<file path="config.mk">
export PLATFORM = sky130hd
export DESIGN_NAME = arinc_word_serializer
export DESIGN_NICKNAME = d
export VERILOG_FILES = /design/src/rtl/arinc_ser_pkg.sv /design/src/rtl/arinc_ser_timer.sv /design/src/rtl/arinc_ser_shreg.sv /design/src/rtl/arinc_ser_linecode.sv /design/src/rtl/arinc_word_serializer.sv
export SDC_FILE = /design/constraint.sdc
export NUM_CORES = 1
export LEC_CHECK = 0
export BUFFER_PORTS_ARGS = -buffer_cell sky130_fd_sc_hd__buf_4
export CORE_MARGIN = 2
export CORE_UTILIZATION = 51
export CTS_CLUSTER_SIZE = 14
export DETAILED_ROUTE_END_ITERATION = 16
export GPL_TIMING_DRIVEN = 0
export PLACE_DENSITY = 0.76
export SETUP_SLACK_MARGIN = 0.4
export SYNTH_ARGS = -nofsm -noshare
export SYNTH_HDL_FRONTEND = slang
export SYNTH_SLANG_ARGS = --single-unit
</file>
<file path="constraint.sdc">
create_clock -name clk -period 2.5 [get_ports clk]
set_input_delay 0.5 -clock clk [delete_from_list [all_inputs] [get_ports clk]]
set_output_delay 0.5 -clock clk [all_outputs]
set_load 0.05 [all_outputs]
</file>
<file path="src/rtl/arinc_ser_pkg.sv">
package arinc_ser_pkg;

  localparam int WORD_BITS = 32;

  typedef enum logic [1:0] {
    ST_IDLE  = 2'd0,
    ST_MARK  = 2'd1,
    ST_SPACE = 2'd2,
    ST_GAP   = 2'd3
  } stage_t;

  // Odd-parity fill bit: makes the 32-bit total count of ones odd.
  function automatic logic odd_fill(input logic [WORD_BITS-2:0] body);
    return ~(^body);
  endfunction

  // Word as it will be shifted out, with optional parity substitution.
  function automatic logic [WORD_BITS-1:0] seal_word(input logic [WORD_BITS-1:0] w,
                                                     input logic par);
    logic [WORD_BITS-1:0] r;
    r = w;
    if (par) r[WORD_BITS-1] = odd_fill(w[WORD_BITS-2:0]);
    return r;
  endfunction

  // Length selector for the two speed settings.
  function automatic int unsigned pick_len(input logic slow,
                                           input int unsigned fast_len,
                                           input int unsigned slow_len);
    return slow ? slow_len : fast_len;
  endfunction

  function automatic int unsigned max_of(input int unsigned a, input int unsigned b);
    return (a > b) ? a : b;
  endfunction

endpackage

</file>
<file path="src/rtl/arinc_ser_timer.sv">
module arinc_ser_timer #(
  parameter int CNT_W = 9
) (
  input  logic             clk,
  input  logic             rst_n,
  input  logic             tick,
  input  logic             clear,
  input  logic [CNT_W-1:0] limit,
  output logic             expire
);

  logic [CNT_W-1:0] cnt;

  assign expire = tick && !clear && (cnt == (limit - CNT_W'(1)));

  always_ff @(posedge clk or negedge rst_n) begin
    if (!rst_n) begin
      cnt <= '0;
    end else if (clear) begin
      cnt <= '0;
    end else if (tick) begin
      if (expire) cnt <= '0;
      else        cnt <= cnt + CNT_W'(1);
    end
  end

endmodule

</file>
<file path="src/rtl/arinc_ser_shreg.sv">
module arinc_ser_shreg #(
  parameter int W = 32
) (
  input  logic         clk,
  input  logic         rst_n,
  input  logic         load,
  input  logic [W-1:0] din,
  input  logic         advance,
  output logic         cur_bit,
  output logic         final_bit
);

  localparam int IDX_W = (W > 1) ? $clog2(W) : 1;

  logic [W-1:0]     sh;
  logic [IDX_W-1:0] idx;

  assign cur_bit   = sh[0];
  assign final_bit = (idx == IDX_W'(W - 1));

  always_ff @(posedge clk or negedge rst_n) begin
    if (!rst_n) begin
      sh  <= '0;
      idx <= '0;
    end else if (load) begin
      sh  <= din;
      idx <= '0;
    end else if (advance) begin
      sh  <= sh >> 1;
      idx <= idx + IDX_W'(1);
    end
  end

endmodule

</file>
<file path="src/rtl/arinc_ser_linecode.sv">
module arinc_ser_linecode (
  input  logic mark_phase,
  input  logic bit_val,
  input  logic self_test,
  output logic bus_a,
  output logic bus_b,
  output logic lb_true_a,
  output logic lb_true_b,
  output logic lb_inv_a,
  output logic lb_inv_b
);

  logic sym_one;
  logic sym_zero;

  assign sym_one  = mark_phase &&  bit_val;
  assign sym_zero = mark_phase && !bit_val;

  assign bus_a     = sym_one  && !self_test;
  assign bus_b     = sym_zero && !self_test;
  assign lb_true_a = sym_one  &&  self_test;
  assign lb_true_b = sym_zero &&  self_test;
  assign lb_inv_a  = sym_zero &&  self_test;
  assign lb_inv_b  = sym_one  &&  self_test;

endmodule

</file>
<file path="src/rtl/arinc_word_serializer.sv">
module arinc_word_serializer
  import arinc_ser_pkg::*;
#(
  parameter int unsigned HI_HALF = 5,
  parameter int unsigned LO_HALF = 40,
  parameter int unsigned HI_GAP  = 40,
  parameter int unsigned LO_GAP  = 320
) (
  input  logic                 clk,
  input  logic                 rst_n,
  input  logic                 tick,
  input  logic                 rate_slow,
  input  logic                 parity_on,
  input  logic                 self_test,
  input  logic                 word_valid,
  input  logic [WORD_BITS-1:0] word_data,
  output logic                 word_ready,
  output logic                 bus_a,
  output logic                 bus_b,
  output logic                 lb_true_a,
  output logic                 lb_true_b,
  output logic                 lb_inv_a,
  output logic                 lb_inv_b
);

  localparam int unsigned MAX_LEN = max_of(max_of(HI_HALF, LO_HALF), max_of(HI_GAP, LO_GAP));
  localparam int          CNT_W   = $clog2(MAX_LEN + 1);

  stage_t           stage;
  logic             slow_q;
  logic [CNT_W-1:0] span;

  // Named internal events.
  logic word_accept;
  logic phase_end;
  logic mark_end;
  logic bit_done;
  logic word_done;
  logic gap_done;
  logic cur_bit;
  logic final_bit;

  assign word_ready  = (stage == ST_IDLE);
  assign word_accept = word_valid && word_ready;
  assign mark_end    = phase_end && (stage == ST_MARK);
  assign bit_done    = phase_end && (stage == ST_SPACE) && !final_bit;
  assign word_done   = phase_end && (stage == ST_SPACE) &&  final_bit;
  assign gap_done    = phase_end && (stage == ST_GAP);

  always_comb begin
    if (stage == ST_GAP) span = CNT_W'(pick_len(slow_q, HI_GAP, LO_GAP));
    else                 span = CNT_W'(pick_len(slow_q, HI_HALF, LO_HALF));
  end

  arinc_ser_timer #(.CNT_W(CNT_W)) u_timer (
    .clk    (clk),
    .rst_n  (rst_n),
    .tick   (tick),
    .clear  (word_accept),
    .limit  (span),
    .expire (phase_end)
  );

  arinc_ser_shreg #(.W(WORD_BITS)) u_shreg (
    .clk       (clk),
    .rst_n     (rst_n),
    .load      (word_accept),
    .din       (seal_word(word_data, parity_on)),
    .advance   (bit_done),
    .cur_bit   (cur_bit),
    .final_bit (final_bit)
  );

  always_ff @(posedge clk or negedge rst_n) begin
    if (!rst_n) begin
      stage  <= ST_IDLE;
      slow_q <= 1'b0;
    end else begin
      unique case (stage)
        ST_IDLE: if (word_accept) begin
          stage  <= ST_MARK;
          slow_q <= rate_slow;
        end
        ST_MARK:  if (mark_end)  stage <= ST_SPACE;
        ST_SPACE: begin
          if (word_done)     stage <= ST_GAP;
          else if (bit_done) stage <= ST_MARK;
        end
        ST_GAP:   if (gap_done)  stage <= ST_IDLE;
        default:  stage <= ST_IDLE;
      endcase
    end
  end

  arinc_ser_linecode u_line (
    .mark_phase (stage == ST_MARK),
    .bit_val    (cur_bit),
    .self_test  (self_test),
    .bus_a      (bus_a),
    .bus_b      (bus_b),
    .lb_true_a  (lb_true_a),
    .lb_true_b  (lb_true_b),
    .lb_inv_a   (lb_inv_a),
    .lb_inv_b   (lb_inv_b)
  );

endmodule

</file>
* After elaboration in Yosys (flattened, before gate mapping)
Cells that the tools add are included.
** Cells by class
- Add/subtract/negate cells :: 3
- Equal/unequal tests :: 9
- Muxes and demuxes :: 17
- Bitwise logic cells :: 1
- Reduce and logical (&&, ||, !) cells :: 24
** Operator list (count)
- 32-bit 2-to-1 mux :: 2
- 9-bit 2-to-1 mux :: 5
- 31-bit XOR reduction :: 1
- 1-bit logical AND :: 14
- 2-bit 2-to-1 mux :: 5
- 5-bit 2-to-1 mux :: 2
- 9-bit by 1-bit adder with 9-bit output (second input constant) :: 1
- 9-bit equality test :: 1
- 9-bit by 1-bit subtractor with 9-bit output (second input constant) :: 1
- 2-bit case mux with 4 select lines :: 1
- 6-bit 2-to-1 mux :: 1
- 5-bit by 1-bit adder with 5-bit output (second input constant) :: 1
- 5-bit equality test (second input constant) :: 1
- 2-bit equality test (second input constant) :: 2
- 1-bit logical NOT :: 4
- 2-bit inequality test (second input constant) :: 2
- 4-bit AND reduction :: 1
- 2-bit nonzero test :: 2
- 3-bit inequality test (second input constant) :: 1
- 2-bit by 1-bit equality test with 1-bit output (second input constant) :: 1
- 2-bit logical NOT :: 1
- 2-bit by 1-bit inequality test with 1-bit output (second input constant) :: 1
- 2-bit AND reduction :: 1
- 1-bit 2-to-1 mux :: 1
- 1-bit inverter :: 1
** Word-level totals
- Flip-flop bits (word level) :: 49
- Input bits :: 39
- Output and inout bits :: 7
- Logic and storage cells :: 59

* Longest topological paths before layout
Gate-level depths: netlist of the first run.
- Depth in word-level cells :: 10
- Gate-level depth with buffers :: 10

* Cells and area by module
A second synthesis of the first run with hierarchy kept.
** Unflattened totals
- Cells, all modules :: 316
- Area, all modules :: 3161.8 um^2
** Modules (own cells, without submodules)
- arinc_ser_shreg :: times used 1, cells an instance 161, area an instance 1766.7 um^2
- arinc_ser_timer :: times used 1, cells an instance 100, area an instance 854.6 um^2
- arinc_word_serializer :: times used 1, cells an instance 49, area an instance 488.0 um^2
- arinc_ser_linecode :: times used 1, cells an instance 6, area an instance 52.6 um^2

* Worst setup path before layout of the first run
OpenSTA, ideal clock, no wires.
- Path type :: reg-to-output
- From :: reg stage[1]
- To :: out lb_true_b
- Arrival time :: 2.307 ns
- Setup slack :: -0.307 ns
- Cell stages (with the launch flop) :: 5
- Buffers on the path :: 2
- Cell sequence :: dfrtp_1 -> buf_4 -> nand2b_1 -> nor3b_1 -> buf_4
** Between the ends
- Cells in the longest elaborated chain, start to end :: 3
** RTL lines
- from (decl) :: RTL line arinc_word_serializer.sv:29 : stage_t stage;
- from (signal assigned) :: RTL line arinc_word_serializer.sv:76 : stage <= ST_IDLE;
- from (signal assigned) :: RTL line arinc_word_serializer.sv:81 : stage <= ST_MARK;
- from (signal assigned) :: RTL line arinc_word_serializer.sv:84 : ST_MARK: if (mark_end) stage <= ST_SPACE;
- 2-bit by 1-bit equality test with 1-bit output :: RTL line arinc_word_serializer.sv:96 : .mark_phase (stage == ST_MARK),
- 1-bit logical AND :: RTL line arinc_ser_linecode.sv:17 : assign sym_zero = mark_phase && !bit_val;
- 1-bit logical AND
- to (decl) :: RTL line arinc_word_serializer.sv:21 : output logic lb_true_b,
No other way between the ends.

* Worst setup path in the final report of the first run
- From :: reg u_shreg.idx[1]
- To :: reg u_shreg.sh[19]
** Between the ends
- Cells in the longest elaborated chain, start to end :: 4
** RTL lines
- from (decl) :: RTL line arinc_ser_shreg.sv:16 : logic [IDX_W-1:0] idx;
- from (signal assigned) :: RTL line arinc_ser_shreg.sv:30 : idx <= idx + IDX_W'(1);
- 5-bit equality test :: RTL line arinc_ser_shreg.sv:19 : assign final_bit = (idx == IDX_W'(W - 1));
- 1-bit logical NOT :: RTL line arinc_word_serializer.sv:46 : assign bit_done = phase_end && (stage == ST_SPACE) && !final_bit;
- 1-bit logical AND :: RTL line arinc_word_serializer.sv:46
- 2-bit nonzero test (no source line)
- to (signal assigned) :: RTL line arinc_ser_shreg.sv:26 : sh <= din;
- to (signal assigned) :: RTL line arinc_ser_shreg.sv:29 : sh <= sh >> 1;
- to (decl) :: RTL line arinc_ser_shreg.sv:15 : logic [W-1:0] sh;
No other way between the ends.
A chain may end at the register's enable or synchronous reset.

==> results.md, run 1 <==
- In the final routed layout, each cell accounts on average for 14.3 um.
- In this run the remaining antenna-violating nets after routing total 0.
- Summing all multi-input logic gate instances after layout gives 1600 um2.
- When the netlist entered floorplanning its net count stood at 339.
- The portion of synthesized cell area occupied by the leading cell type is 42.4%.
- The critical path endpoint is u_shreg.sh[19].
- The number of buffers inserted during clock tree synthesis is 5.
- The final net count is 401.
- The post-route total power is 3.22 mW.
- The later pin in the worst-skew pair is clocked with a latency of 0.29 ns.
- The per-instance average area after synthesis is 9.73 um2.
- For the worst flop-to-flop path, the logic depth is 10.
- The number of synthesized flops with an enable pin is 0.
- The routed design could run at a clock period as short as 2.15 ns.
- Detailed routing inserted a total of 2,350 vias.
- The clock skew is 0.00844 ns.
- The count of endpoints failing setup in the final report is 0.
- In this run, the number of DRC markers left after iteration 0 of detailed routing was 109.
- The wire length of the first global-routing pass is 10,300 um.
- After clock tree synthesis, the flow added hold-fix buffers numbering 0.
- Wires add up to 6180 um.
- The final critical path takes up 86.2% of the cycle.
- The buffer type at the clock tree root is clkbuf_8.
- In the routed design, unresolved DRC markers number 0.
- The reg-to-reg endpoint is u_shreg.sh[19].
- The critical path in this run is classified as reg -> reg.
- The power density over cell area is 883 nW/um2.
- The run finished with clean final reports.
- The type of element capturing the critical path is a flip-flop.
- In the routed layout, each cell is associated on average with a via count of 5.44.
- The largest total area in the synthesized netlist belongs to dfrtp_1.
- The count of boundary I/O pins is 46.
- The cell area that synthesis handed to floorplanning was 2890 um2.
- The floorplan step defined a die boundary enclosing 6280 um2.
- The count of input and output buffers is 44.
- The share of the core filled with cells in the final layout is 66.6%.
- The maximum clock frequency is 0.464 GHz.
- The analysis attributes to cell leakage a power of 1.80 nW.
- The area of all sequential standard cells is 1230 um2.
- The launching element of the worst setup path is u_shreg.idx[1].
- The die span in y is 79.3 um.
- In this run the worst path has a maximum fanout of 10.
- The maximum root-to-sink buffer count is 2.
- Entering global routing, the biggest net connects 50 pins.
- The floorplan has 27 rows.
- The tool flagged a number of max-cap violations equal to 0.
- Synthesis produced 297 cells.
- The pre-CTS setup slack is 0.177 ns.
- The total instance count after detailed placement is 413.
- Setup repair after global routing could not meet its margin everywhere.
- Among all flip-flop cells after synthesis, the most frequent one is dfrtp_1.
- The post-synthesis sequential area ratio is 42.4%.
- The H-tree was split into 2 levels.
- The tree built by TritonCTS fans out to 49 sinks.
- The post-route non-filler standard cell count is 432.
- dfrtp_1 is the most common cell in the netlist.
- The Yosys step of the flow raised 0 warnings.
- The clock-pin transition on the worst setup and hold timing paths is 0.09 ns.
- The worst hold path belongs to the class in -> async.
- The total area inside the core boundary comes to 5470 um2.
- The via count of the first global-routing pass is 2,303.
- The final number of hold-violating endpoints is 0.
- The starting density of the core is 52.8%.
- After synthesis, the cell types taking the most area are dfrtp_1 (42%), mux2i_1 (11%), xnor2_1 (7.9%), nand2_1 (6.1%), o21ai_1 (5.0%).
- The number of antenna diodes in the final layout is 0.
- The CTS tree is built.
- The worst ir drop on vdd is 531 uV.
- For this run the aggregate overflow at the end of global routing stands at 0.
- At the end of routability-driven placement, the weighted congestion stood at 0.880.
- The die is 79.3 um wide.
- The synthesized design contains 49 register bits.
- Global routing used 20.6% of the available tracks across all layers.
- The launching element type of the critical path is a flip-flop.
- The worst register-to-register path begins at u_shreg.idx[1].
- The share of flip-flops with an asynchronous set or reset is 100%.
- The number of antenna violations at the first check in global routing is 0.
- After filler insertion, the fill cell instance count of the layout stands at 485.
- The first detailed-routing pass took 4 iterations.
- From synthesis to final layout, the design area changed by 26.1%.
- The HPWL after detailed placement is 4320 um.
- The share of post-route cells with drive strength above 1 is 26.9%.
- For flop-to-flop paths, the worst setup slack is 0.35 ns.
- The normalized max-slew margin is 59.3%.
- Once routing completed, OpenROAD measured the worst setup slack at 0.345 ns.
- The unique cell type count in the Yosys netlist is 41.
- For the worst setup path, the data required time is 2.66 ns.
- Data on the critical path arrives at its endpoint at 2.32 ns.
- For the pin with the worst max-slew slack, the measured transition is 0.611 ns.
- The count of final max-slew check failures is 0.
- The final setup TNS is 0 ns.
- The commonest cells after synthesis are dfrtp_1 (49), nand2_1 (47), mux2i_1 (33).
what timing repair did:
action                                  CTS  global route
gates cloned                              1             1
gates resized for setup                  16            18
setup buffers                             5             4
pin swaps                                 3             4
endpoints found under the setup margin   45            43
power by group:
part	total (mW)	leakage (nW)	internal, mW	switching, mW
Sequential	1.30	0.626	1.08	0.215
Combinational	1.34	1.12	0.629	0.710
Clock	0.582	0.0585	0.326	0.255
Total	3.22	1.80	2.04	1.18
stage by stage:
| step | area (um2) | hold WS (ns) |
|---|---|---|
| 3_5_place_dp | 3330 | 0.523 |
| 5_1_grt | 3640 | 0.253 |
| 3_3_place_gp | 3330 | 0.509 |
| 2_1_floorplan | 2910 | 0.204 |
| 4_1_cts | 3550 | 0.235 |
| 6_report | 3640 | 0.204 |
cells in the final DEF, fill, tap and decap left out, types with 2 or more instances in the layout:
cell type	count
a211oi_1	2
clkbuf_8	6
o21ai_1	34
nor3_1	2
nand2b_1	2
o21ai_0	6
xnor2_1	26
buf_12	2
buf_6	6
mux2i_1	30
nand2b_4	2
buf_2	3
clkbuf_2	4
nand4_1	2
nor3b_1	2
nor3_2	2
and3_1	5
and4_1	2
buf_4	54
nor2_1	12
a31oi_1	3
dfrtp_1	49
mux2i_2	2
a21oi_1	7
nand2_1	47
nand3b_1	3
nand3_1	2
xor2_1	8
clkbuf_1	6
nor2b_1	3
cell type report:
| cell class | instances | area share [%] |
|---|---|---|
| clock inverter | 1 | 0.824 |
| buffer | 21 | 4.81 |
| sequential | 49 | 33.7 |
| tap | 72 | 2.47 |
| multi-input combinational | 227 | 44.0 |
| timing repair buffer | 55 | 11.9 |
| clock buffer | 7 | 2.37 |
worst min path at each step:
stage / startpoint / endpoint / slack (ns) / cells past startpoint
floorplan: rst_n / slow_q / 0.20 / 0
global placement: u_shreg.sh[31] / u_shreg.sh[31] / 0.51 / 2
detailed placement: u_shreg.sh[31] / u_shreg.sh[31] / 0.52 / 2
CTS: rst_n / u_shreg.sh[11] / 0.24 / 1
global route: rst_n / u_timer.cnt[5] / 0.25 / 1
finish: rst_n / u_timer.cnt[8] / 0.20 / 1
flip-flops by register name, summed over array words and instances (netlist names):
name	count
u_timer.cnt	9
slow_q	1
u_shreg.sh	32
u_shreg.idx	5
stage	2
worst max-delay path, cell delays in order (launching register included):
cell and delay (ns):
dfrtp_1 0.40, ha_2 0.19, and3_4 0.18, ha_4 0.16
nor3_4 0.13, o21ai_1 0.09, a2111o_1 0.31, buf_6 0.16
buf_12 0.15, mux2i_1 0.16, o21ai_1 0.08
cells by family (layout without fill, tap and decap cells):
family / count (synthesis) / count (layout) / share of synthesized area, %
xor gates and xnor gates: 34 / 34 / 10.3
DFF: 49 / 49 / 42.4
and+or+nand+nor: 96 / 96 / 16.4
muxes: 34 / 34 / 11.8
AOI/OAI and AO/OA: 60 / 60 / 12.3
buffers and inverters: 21 / 84 / 5.50
adders and majority gates: 3 / 3 / 1.30
routing by layer:
metal / wire (um) / track usage [%] / vias up
met1: 2710 / 25.6 / 1142
met3: 228 / 3.41 / 4
met4: 17 / 4.14 / 0
li1: - / - / 1152
met5: 0 / 0 / -
met2: 3220 / 37.7 / 52
No activity file was read; power rests on OpenSTA's default activity.
==> run 2, diff against run 1 <==
- CTS_BUF_LIST: not set -> sky130_fd_sc_hd__clkbuf_4 sky130_fd_sc_hd__clkbuf_8 sky130_fd_sc_hd__clkbuf_16
==> results.md, run 2 (synthesized netlist as in run 1, its figures left out) <==
- The share of post-route cells with drive strength above 1 is 27.2% (+0.28 points).
- The final instance area was 3650 um2 (+0.10%).
- The final worst setup slack came to 0.345 ns (unchanged).
- The share of the core filled with cells in the final layout was 66.6% (+0.069 points).
- The clock-pin transition on the worst setup and hold timing paths is 0.09 ns (about the same).
- The transition time at the pin with the least slew margin is 0.611 ns (unchanged).
- Setup repair after global routing could not meet its margin everywhere.
- The share of the cycle needed by the critical path after routing is 86.2% (unchanged).
- The minimum clock period was 2.15 ns (unchanged).
- The HPWL after detailed placement is 4320 um (unchanged).
- The number of standard-cell rows in the floorplan is 27 (unchanged).
- The maximum fanout encountered on the critical timing path came to 10 (unchanged).
- The pin count of the biggest net entering global routing was 50 (unchanged).
- The count of final max-slew check failures is 0 (unchanged).
- The type of the worst setup path is reg -> reg.
- The total instance count after detailed placement is 413 (unchanged).
- The largest registers in the layout are u_shreg.sh (32), u_timer.cnt (9), u_shreg.idx (5).
- The library cells used most frequently in the layout, excluding fill and tap cells, are buf_4 (54), dfrtp_1 (49), nand2_1 (47).
- The power density over cell area was 885 nW/um2 (+0.24%).
- The standby leakage power is 1.80 nW (+0.19%).
- The via count of the first global-routing pass is 2,303 (unchanged).
- The routed wire length came to 6170 um (about the same).
- The routed via count divided by cell count is 5.44 (unchanged).
- The number of buffers inserted during clock tree synthesis is 5 (unchanged).
- The clock skew came to 0.00844 ns (unchanged).
- The maximum root-to-sink buffer count is 2 (unchanged).
- The count of cells along the worst register-to-register path is 10 (unchanged).
- The CTS tree is built.
- The launch instance of the worst register-to-register path is u_shreg.idx[1].
- The most flop-heavy register is u_shreg.sh.
- The width of the chip is 79.3 um (unchanged).
- The clock network latency to the later pin of the worst-skew pair is 0.29 ns (about the same).
- The DRC violation count after routing is 0 (unchanged).
- The required time at the endpoint of the critical path is 2.66 ns (about the same).
- In this run the critical register-to-register path is captured at u_shreg.sh[19].
- The run finished with clean final reports.
- The total of hold buffers inserted after clock tree synthesis is 0 (unchanged).
- The die area is 6280 um2 (unchanged).
- The data arrival time of the critical path was 2.32 ns (about the same).
- The final net count is 401 (unchanged).
- The total via count in the routed design is 2,350 (unchanged).
- The type of element capturing the critical path is a flip-flop.
- The launching element type of the critical path is a flip-flop.
- The pre-CTS setup slack is 0.177 ns (unchanged).
- The leading cell type in the layout, fill and taps excluded is buf_4.
- The buffer type at the clock tree root is clkbuf_8.
- The area growth from synthesis to layout is 26.2%.
- The final number of hold-violating endpoints came to 0 (unchanged).
- The area of placed instances was 3330 um2 (unchanged).
- The combined global-route utilization of all metal layers came to 20.6% (unchanged).
- The count of max-cap constraint violations was 0 (unchanged).
- The worst ir drop on vdd is 531 uV (about the same).
- The maximum clock frequency is 0.464 GHz (unchanged).
- The CTS H-tree depth came to 2 (unchanged).
- The post-route non-filler standard cell count was 432 (unchanged).
- The count of TritonRoute iterations in the first routing pass is 4 (unchanged).
- The weighted congestion reported at the end of routability-driven placement was 0.880 (unchanged).
- The count of boundary I/O pins is 46 (unchanged).
- The reg-to-reg setup timing slack was 0.35 ns (about the same).
- The final setup TNS came to 0 ns (unchanged).
- The normalized max-slew margin is 59.3% (unchanged).
- The count of endpoints failing setup in the final report is 0 (unchanged).
- The post-route total power is 3.23 mW (+0.34%).
- The average routed wire per standard cell is 14.3 um (about the same).
- The number of nets still failing antenna checks after routing is 0 (unchanged).
- The number of diodes added for antenna fixing is 0 (unchanged).
- The count of input and output buffers is 44 (unchanged).
- The sink count of the clock tree came to 49 (unchanged).
- The placeable core area is 5470 um2 (unchanged).
- The wire length of the first global-routing pass is 10,300 um (unchanged).
- The die span in y came to 79.3 um (unchanged).
- The starting density of the core is 52.8% (unchanged).
- The worst-case hold slack is 0.204 ns (unchanged).
- The DRC marker count from the first detailed-route iteration is 109 (unchanged).
- The tightest min-delay check is of the in -> async type.
- The count of filler cells inserted in the layout is 484 (-0.21%).
- The number of flip-flops under the largest register name is 32 (unchanged).
- The number of antenna violations at the first check in global routing is 0 (unchanged).
- The residual overflow from global routing was 0 (unchanged).
-- run 2: cell types whose count changed in the layout (fill, tap and decap cells not counted) --
cell	before	now
clkbuf_1	6	5
clkbuf_4	0	1
-- run 2: area by class of cell --
type	instances	area, um2	area share (%)
Tap cell	72	90.1	2.47
Multi-Input combinational cell	227	1600	43.9
Sequential cell	49	1230	33.6
Timing Repair Buffer	55	434	11.9
Clock buffer	7	90.1	2.47
Buffer	21	175	4.80
Clock inverter	1	30.0	0.823
-- run 2: how the worst max path moves through the flow --
| stage | from | slack (ns) | endpoint | cells past startpoint |
|---|---|---|---|---|
| after floorplan | stage[1] | 0.23 | lb_true_b | 4 |
| after global placement | u_shreg.idx[1] | 0.18 | u_shreg.sh[23] | 10 |
| after detailed placement | u_shreg.idx[1] | 0.18 | u_shreg.sh[23] | 10 |
| after CTS | u_shreg.idx[1] | 0.29 | u_shreg.sh[19] | 10 |
| after global routing | u_shreg.idx[1] | 0.23 | u_shreg.sh[25] | 10 |
| final | u_shreg.idx[1] | 0.35 | u_shreg.sh[19] | 10 |
-- run 2: repair_timing --
| item | CTS | global route |
|---|---|---|
| cloned | 1 | 1 |
| buffers inserted | 5 | 4 |
| endpoints found under the setup margin | 45 | 43 |
| pin swaps | 3 | 4 |
| resized for setup | 16 | 18 |
-- run 2: per-layer routing --
layer	vias to the layer above	GRT usage (%)	wire, um
met5	-	0	0
met3	4	3.41	228
met2	52	37.7	3220
li1	1152	-	-
met4	0	4.14	17
met1	1142	25.6	2710
-- run 2: worst max-delay path, cell delays in order, from the launching register on --
cell	delay [ns]
dfrtp_1	0.40
ha_2	0.19
and3_4	0.18
ha_4	0.16
nor3_4	0.13
o21ai_1	0.09
a2111o_1	0.31
buf_6	0.16
buf_12	0.15
mux2i_1	0.16
o21ai_1	0.08
-- run 2: report_power, final --
group / switching (mW) / internal (mW) / total (mW)
registers: 0.215 / 1.08 / 1.30
clock network: 0.255 / 0.337 / 0.593
logic: 0.710 / 0.629 / 1.34
